==> config.mk <==
export PLATFORM = sky130hd
export DESIGN_NAME = tc_observer
export DESIGN_NICKNAME = d
export VERILOG_FILES = /design/src/rtl/tc_obs_pkg.sv /design/src/rtl/tc_obs_log2.sv /design/src/rtl/tc_obs_datapath.sv /design/src/rtl/tc_obs_control.sv /design/src/rtl/tc_observer.sv
export SDC_FILE = /design/constraint.sdc
export NUM_CORES = 2
export LEC_CHECK = 0
export ABC_AREA = 1
export CELL_PAD_IN_SITES_DETAIL_PLACEMENT = 0
export CELL_PAD_IN_SITES_GLOBAL_PLACEMENT = 1
export CORE_ASPECT_RATIO = 1.1
export CORE_MARGIN = 5
export CORE_UTILIZATION = 53
export CTS_CLUSTER_SIZE = 12
export DETAILED_ROUTE_END_ITERATION = 10
export GPL_TIMING_DRIVEN = 0
export MAX_ROUTING_LAYER = met4
export PLACE_DENSITY_LB_ADDON = 0.1
export SLEW_MARGIN = 20
export SYNTH_ARGS = -nofsm -noshare
export SYNTH_HDL_FRONTEND = slang
export SYNTH_SLANG_ARGS = --single-unit
==> constraint.sdc <==
create_clock -name clk -period 45.5 [get_ports clk]
set_clock_uncertainty 0.1 [all_clocks]
set_input_delay 4.55 -clock clk [delete_from_list [all_inputs] [get_ports clk]]
set_output_delay 4.55 -clock clk [all_outputs]
set_load 0.05 [all_outputs]
==> src/rtl/tc_obs_pkg.sv <==
package tc_obs_pkg;

  localparam int LUT_BITS = 4;
  localparam int LOG_FRAC = 8;

  typedef enum logic [2:0] {
    ST_IDLE,
    ST_FIRST,
    ST_WAIT,
    ST_DIV,
    ST_CHECK
  } ctrlState_t;

  typedef struct packed {
    logic clearAll;
    logic loadFirst;
    logic stepLoop;
    logic divStep;
    logic commit;
  } dpStrobe_t;

  // round(256 * log2(1 + m/16))
  function automatic logic [LOG_FRAC-1:0] mantLog(input logic [LUT_BITS-1:0] m);
    logic [LOG_FRAC-1:0] r;
    case (m)
      4'd0:  r = 8'd0;
      4'd1:  r = 8'd22;
      4'd2:  r = 8'd44;
      4'd3:  r = 8'd63;
      4'd4:  r = 8'd82;
      4'd5:  r = 8'd100;
      4'd6:  r = 8'd118;
      4'd7:  r = 8'd134;
      4'd8:  r = 8'd150;
      4'd9:  r = 8'd165;
      4'd10: r = 8'd179;
      4'd11: r = 8'd193;
      4'd12: r = 8'd207;
      4'd13: r = 8'd220;
      4'd14: r = 8'd232;
      default: r = 8'd244;
    endcase
    return r;
  endfunction

endpackage

==> src/rtl/tc_obs_log2.sv <==
module tc_obs_log2 #(
  parameter int DATA_W = 12
) (
  input  logic [DATA_W-1:0] yIn,
  output logic [$clog2(DATA_W)+tc_obs_pkg::LOG_FRAC-1:0] logOut
);
  import tc_obs_pkg::*;

  localparam int POS_W = $clog2(DATA_W);

  logic [POS_W-1:0]           leadPos;
  logic [DATA_W+LUT_BITS-1:0] wideY;
  logic [LUT_BITS-1:0]        mant;

  always_comb begin
    leadPos = '0;
    for (int i = 0; i < DATA_W; i++) begin
      if (yIn[i]) leadPos = POS_W'(i);
    end
    wideY  = {yIn, {LUT_BITS{1'b0}}};
    mant   = LUT_BITS'(wideY >> leadPos);
    logOut = {leadPos, mantLog(mant)};
  end

endmodule

==> src/rtl/tc_obs_datapath.sv <==
module tc_obs_datapath
  import tc_obs_pkg::*;
#(
  parameter int DATA_W    = 12,
  parameter int CO_W      = 18,
  parameter int ACC_W     = 32,
  parameter int FRAC      = 16,
  parameter int CNT_W     = 16,
  parameter int T_W       = 16,
  parameter int RECIP_NUM = 94548
) (
  input  logic              clk,
  input  logic              rstN,
  input  dpStrobe_t         stb,
  input  logic              mode,
  input  logic [DATA_W-1:0] chargeLevel,
  input  logic [CO_W-1:0]   gainP,
  input  logic [CO_W-1:0]   gainI,
  input  logic [ACC_W-1:0]  initSlope,
  input  logic [CNT_W-1:0]  maxSamples,
  input  logic [DATA_W-1:0] sample,
  output logic [T_W-1:0]    tEst,
  output logic [CNT_W-1:0]  stepCount,
  output logic              yBad,
  output logic              divLast,
  output logic              stopHit,
  output logic              timeoutHit
);

  localparam int LOG_W  = $clog2(DATA_W) + LOG_FRAC;
  localparam int ZSH    = FRAC - LOG_FRAC;
  localparam int PROD_W = ACC_W + CO_W;
  localparam int NUM_W  = $clog2(RECIP_NUM + 1);
  localparam int DCNT_W = $clog2(NUM_W);
  localparam int CMP_W  = T_W + CNT_W + 4;

  logic              modeR;
  logic [DATA_W-1:0] levelR;
  logic [DATA_W:0]   yExt;
  logic [LOG_W-1:0]  logVal;

  logic signed [ACC_W-1:0]  zNow, zhat, chat, epsPrev;
  logic signed [ACC_W-1:0]  zhatNext, epsNow, dEps, termP, termI, chatNext;
  logic signed [PROD_W-1:0] prodP, prodI;
  logic [ACC_W-1:0]         chatMag;

  logic [ACC_W-1:0]  divRem, divDen;
  logic [NUM_W-1:0]  divQuo;
  logic [DCNT_W-1:0] divCnt;
  logic [ACC_W:0]    remShift, remDiff;
  logic              remFits;
  logic [T_W-1:0]    tSat;

  // observed value and its logarithm
  always_comb begin
    if (modeR) yExt = {1'b0, levelR} - {1'b0, sample};
    else       yExt = {1'b0, sample};
    yBad = yExt[DATA_W] || (yExt == '0);
  end

  tc_obs_log2 #(.DATA_W(DATA_W)) u_log (
    .yIn   (yExt[DATA_W-1:0]),
    .logOut(logVal)
  );

  // tracking loop arithmetic
  always_comb begin
    zNow     = $signed(ACC_W'(logVal) << ZSH);
    zhatNext = zhat + chat;
    epsNow   = zNow - zhatNext;
    dEps     = epsNow - epsPrev;
    prodP    = $signed({{(PROD_W-ACC_W){dEps[ACC_W-1]}}, dEps}
                     * {{(PROD_W-CO_W){gainP[CO_W-1]}}, gainP});
    prodI    = $signed({{(PROD_W-ACC_W){epsPrev[ACC_W-1]}}, epsPrev}
                     * {{(PROD_W-CO_W){gainI[CO_W-1]}}, gainI});
    termP    = ACC_W'(prodP >>> FRAC);
    termI    = ACC_W'(prodI >>> FRAC);
    chatNext = chat + termP + termI;
    chatMag  = chatNext[ACC_W-1] ? (~chatNext + 1'b1) : chatNext;
  end

  // restoring divider step
  always_comb begin
    remShift = {divRem, divQuo[NUM_W-1]};
    remFits  = remShift >= {1'b0, divDen};
    remDiff  = remShift - {1'b0, divDen};
    divLast  = (divCnt == '0);
  end

  generate
    if (NUM_W > T_W) begin : g_sat
      assign tSat = (|divQuo[NUM_W-1:T_W]) ? '1 : divQuo[T_W-1:0];
    end else begin : g_ext
      assign tSat = T_W'(divQuo);
    end
  endgenerate

  assign stopHit    = (CMP_W'(tSat) << 1) <= (CMP_W'(stepCount) * CMP_W'(5));
  assign timeoutHit = stepCount >= maxSamples;

  always_ff @(posedge clk) begin
    if (!rstN) begin
      modeR     <= 1'b0;
      levelR    <= '0;
      zhat      <= '0;
      chat      <= '0;
      epsPrev   <= '0;
      stepCount <= '0;
      tEst      <= '0;
      divRem    <= '0;
      divDen    <= '0;
      divQuo    <= '0;
      divCnt    <= '0;
    end else begin
      if (stb.clearAll) begin
        modeR     <= mode;
        levelR    <= chargeLevel;
        tEst      <= '0;
        stepCount <= '0;
      end
      if (stb.loadFirst) begin
        zhat      <= zNow;
        chat      <= $signed(initSlope);
        epsPrev   <= '0;
        stepCount <= '0;
      end
      if (stb.stepLoop) begin
        zhat      <= zhatNext;
        chat      <= chatNext;
        epsPrev   <= epsNow;
        stepCount <= stepCount + 1'b1;
        divDen    <= chatMag;
        divRem    <= '0;
        divQuo    <= NUM_W'(RECIP_NUM);
        divCnt    <= DCNT_W'(NUM_W - 1);
      end
      if (stb.divStep) begin
        divRem <= remFits ? ACC_W'(remDiff) : ACC_W'(remShift);
        divQuo <= {divQuo[NUM_W-2:0], remFits};
        divCnt <= divCnt - 1'b1;
      end
      if (stb.commit) begin
        tEst <= tSat;
      end
    end
  end

endmodule

==> src/rtl/tc_obs_control.sv <==
module tc_obs_control
  import tc_obs_pkg::*;
(
  input  logic      clk,
  input  logic      rstN,
  input  logic      start,
  input  logic      sampleValid,
  input  logic      yBad,
  input  logic      divLast,
  input  logic      stopHit,
  input  logic      timeoutHit,
  output dpStrobe_t stb,
  output logic      done,
  output logic      error,
  output logic      inCheck
);

  ctrlState_t state, nextState;
  logic       setDone, setError;

  always_comb begin
    stb       = '0;
    nextState = state;
    setDone   = 1'b0;
    setError  = 1'b0;
    if (start) begin
      stb.clearAll = 1'b1;
      nextState    = ST_FIRST;
    end else begin
      case (state)
        ST_FIRST: if (sampleValid) begin
          if (yBad) begin
            setError  = 1'b1;
            nextState = ST_IDLE;
          end else begin
            stb.loadFirst = 1'b1;
            nextState     = ST_WAIT;
          end
        end
        ST_WAIT: if (sampleValid) begin
          if (yBad) begin
            setError  = 1'b1;
            nextState = ST_IDLE;
          end else begin
            stb.stepLoop = 1'b1;
            nextState    = ST_DIV;
          end
        end
        ST_DIV: begin
          stb.divStep = 1'b1;
          if (divLast) nextState = ST_CHECK;
        end
        ST_CHECK: begin
          stb.commit = 1'b1;
          if (stopHit) begin
            setDone   = 1'b1;
            nextState = ST_IDLE;
          end else if (timeoutHit) begin
            setError  = 1'b1;
            nextState = ST_IDLE;
          end else begin
            nextState = ST_WAIT;
          end
        end
        default: nextState = ST_IDLE;
      endcase
    end
  end

  assign inCheck = (state == ST_CHECK);

  always_ff @(posedge clk) begin
    if (!rstN) begin
      state <= ST_IDLE;
      done  <= 1'b0;
      error <= 1'b0;
    end else begin
      state <= nextState;
      if (start) begin
        done  <= 1'b0;
        error <= 1'b0;
      end else begin
        if (setDone)  done  <= 1'b1;
        if (setError) error <= 1'b1;
      end
    end
  end

endmodule

==> src/rtl/tc_observer.sv <==
module tc_observer
  import tc_obs_pkg::*;
#(
  parameter int DATA_W    = 12,
  parameter int CO_W      = 18,
  parameter int ACC_W     = 32,
  parameter int FRAC      = 16,
  parameter int CNT_W     = 16,
  parameter int T_W       = 16,
  parameter int RECIP_NUM = 94548
) (
  input  logic              clk,
  input  logic              rstN,
  input  logic              start,
  input  logic              mode,
  input  logic [DATA_W-1:0] chargeLevel,
  input  logic [CO_W-1:0]   gainP,
  input  logic [CO_W-1:0]   gainI,
  input  logic [ACC_W-1:0]  initSlope,
  input  logic [CNT_W-1:0]  maxSamples,
  input  logic              sampleValid,
  input  logic [DATA_W-1:0] sample,
  output logic [T_W-1:0]    tEst,
  output logic              done,
  output logic              error
);

  dpStrobe_t        stb;
  logic             yBad, divLast, stopHit, timeoutHit, inCheck;
  logic [CNT_W-1:0] stepCount;

  tc_obs_control u_ctrl (
    .clk        (clk),
    .rstN       (rstN),
    .start      (start),
    .sampleValid(sampleValid),
    .yBad       (yBad),
    .divLast    (divLast),
    .stopHit    (stopHit),
    .timeoutHit (timeoutHit),
    .stb        (stb),
    .done       (done),
    .error      (error),
    .inCheck    (inCheck)
  );

  tc_obs_datapath #(
    .DATA_W(DATA_W), .CO_W(CO_W), .ACC_W(ACC_W), .FRAC(FRAC),
    .CNT_W(CNT_W), .T_W(T_W), .RECIP_NUM(RECIP_NUM)
  ) u_dp (
    .clk        (clk),
    .rstN       (rstN),
    .stb        (stb),
    .mode       (mode),
    .chargeLevel(chargeLevel),
    .gainP      (gainP),
    .gainI      (gainI),
    .initSlope  (initSlope),
    .maxSamples (maxSamples),
    .sample     (sample),
    .tEst       (tEst),
    .stepCount  (stepCount),
    .yBad       (yBad),
    .divLast    (divLast),
    .stopHit    (stopHit),
    .timeoutHit (timeoutHit)
  );

endmodule

==> results.json <==
{
  "startpoint_type": "input port",
  "post_drt_wl_per_cell_um": 21.1,
  "viasPerCell": 5.44,
  "grtUsageTotal_pct": 34.9,
  "via_count": 51548,
  "hold_viol_final": 0,
  "async_flop_share_pct": 0,
  "die_width_um": 328,
  "r2r_cells": 85,
  "drt_first_pass_iters": 6,
  "layout_commonest_cell": "inv_1",
  "tightest_slew_ns": 1.18,
  "drt_wl_total_um": 200000,
  "r2r-end": "u_dp.divDen[30]",
  "nNetsFinal": 9638,
  "synth_fp_nets": 9485,
  "worstPathRequired_ns": 45.94,
  "synth-seq-area-share_pct": 7.84,
  "cts_inserted_buffers": 28,
  "worstSetupPathType": "input port to flip-flop",
  "maxCapViolCount": 0,
  "post_cts_buffers": 0,
  "fin_cells": 9480,
  "cts_max_level": 1,
  "fp.dieH_um": 360,
  "cpPeakStageDelay_ns": 0.87,
  "grt_antenna_before_repair": 3,
  "synth_cells": 7816,
  "cts_max_path_buffers": 3,
  "worstPathMaxFanout": 10,
  "place_congestion": 1.01,
  "syn_to_final_growth_pct": 6.91,
  "postSynthRegisterBits": 231,
  "path_clk_slew_ns": 0.07,
  "reg2reg_setup_slack_ns": 26.82,
  "mostFrequentLayoutCells": "inv_1, nand2_1, fa_1",
  "cts.root.buffer_cell": "clkbuf_16",
  "grt_overflow": 0,
  "clk_latency_ns": 0.60,
  "drive_gt1_share_pct": 2.88,
  "cts_sinks": 231,
  "rsz0062_at_grt": "no",
  "whs_path_depth": 2,
  "place_inst": 9434,
  "setup_viol": 0,
  "grt_max_degree": 15,
  "io_buffers": 123,
  "hold_class": "flip-flop to flip-flop",
  "slowest_stage": "xor2_1",
  "cp.arrival_ns": 23.22,
  "synth_edf_count": 0,
  "synth_ff_type": "dfxtp_1",
  "initial_core_util_pct": 53.3,
  "core-area_mm2": 0.111,
  "fin_crit_sh_pct": 50.1,
  "period_minus_slack_ns": 22.78,
  "r2r_start": "u_dp.levelR[0]",
  "slew_headroom_pct": 21.0,
  "drc_errors": 0,
  "pin_count": 131,
  "synth_warnings": 0,
  "first_iter_violations": 4047,
  "tritoncts": "done",
  "ctsHoldBuffers": 0,
  "grt_pass1_wl_um": 308000,
  "rows": 128,
  "crit_path_end_kind": "flip-flop",
  "setup_ws_ns": 22.72,
  "place_ws_ns": 22.43,
  "slew_violations": 0,
  "max_freq_ghz": 0.0439,
  "grt_pass1_vias": 52839,
  "status": "complete, no violations",
  "ys_types": 66,
  "cp_common_cell": "inv_1",
  "cts_resized": 0,
  "min_to": "u_dp.tEst[6]",
  "syn_area_per_cell_um2": 7.55,
  "setup_tns_ns": 0,
  "place_hpwl_um": 173000,
  "syn_area_mm2": 0.0590,
  "hp-start": "u_dp.tEst[6]",
  "die_area_mm2": 0.118,
  "ant_nets": 0
}
## kinds of logic after synthesis
group / synth area share, %
AOI/OAI and AO/OA: 8.45
xor gates and xnor gates: 3.42
buffers and inverters: 13.4
adders and majority gates: 47.2
and+or+nand+nor: 19.7
DFF: 7.84
## cells in the mapped netlist, drive strengths merged (3+ instances only)
cell        n  area share, %
clkinv     14          0.089
nor3       46           0.41
a211oi      4          0.051
buf        77           0.64
nand3b      8           0.11
nor4       13           0.14
a21oi     465            4.0
o21ai     188            1.6
a221oi      4          0.059
clkbuf    211            1.3
o22ai       3          0.032
fa       1113             38
a31oi      16           0.17
o2111ai     4          0.059
o221ai     41           0.61
nand2    1800             12
o21bai     21           0.27
and3        4          0.042
a21o       17           0.22
xnor2      95            1.4
xor2      135            2.0
dfxtp     231            7.8
o21a       18           0.23
nand4      41           0.43
a22oi      41           0.52
a21boi     10           0.13
nor2      666            4.4
inv      1785             11
nand3     218            2.0
o31ai       8           0.10
and2        4          0.042
o211ai     15           0.19
or2        42           0.45
ha        443            9.4
## critical path, delay by kind of cell
family	cells	cell delay (ns)
adder cells (fa/ha/maj)	14	5.79
AO/OA/AOI/OAI	20	4.13
XOR/XNOR	5	2.36
AND/OR/NAND/NOR	30	4.08
buffers and inverters	16	2.28
## layer usage
metal  routed length [µm]  vias to the layer above  global-route usage, %
met1                79900                    25475                   44.2
li1                     -                    23745                      -
met3                14900                      434                   4.74
met2                95100                     1894                   57.3
met5                    0                        -                      -
met4                 9930                        0                   13.6
## sequential cells by signal (all words and copies together), names as in the netlist
signal	cells
u_ctrl.error	1
u_dp.divQuo	17
u_dp.divDen	32
u_dp.zhat	31
u_dp.stepCount	16
u_dp.modeR	1
u_dp.chat	32
u_ctrl.state	3
u_dp.epsPrev	32
u_dp.tEst	16
u_dp.divRem	32
u_dp.levelR	12
u_dp.divCnt	5
u_ctrl.done	1
## how the worst max path moves through the flow
stage                    from         endpoint  slack, ns  cells after the start
finish              sample[0]  u_dp.divDen[30]      22.72                     85
global route        sample[0]  u_dp.divDen[30]      21.61                     84
CTS                 sample[0]  u_dp.divDen[30]      22.96                     85
detailed placement  sample[0]  u_dp.divDen[30]      22.43                     85
global placement    sample[0]  u_dp.divDen[30]      22.51                     85
floorplan           sample[0]   u_dp.divDen[1]      27.37                     83
## layout make-up
class	count	area [µm²]
fillers	10795	47600
clock inverters	10	165
inverters	1799	6760
clock buffers	35	767
well taps	1495	1870
diodes	1	2.50
repair buffers	123	1230
flip-flops and latches	231	4620
multi-input cells	5498	46500
plain buffers	288	1170
## stage by stage
stage | hold slack, ns | util, % | cell area (µm²)
6_report | 0.364 | 57.0 | 63100
5_1_grt | 0.382 | 57.0 | 63100
4_1_cts | 0.364 | 57.0 | 63000
3_5_place_dp | 0.354 | 56.1 | 62100
3_3_place_gp | 0.355 | 56.1 | 62100
2_1_floorplan | 0.338 | - | 59000
Power is not shown: default switching activity piles up to over one toggle a cycle in this logic, so the estimate is an artifact.
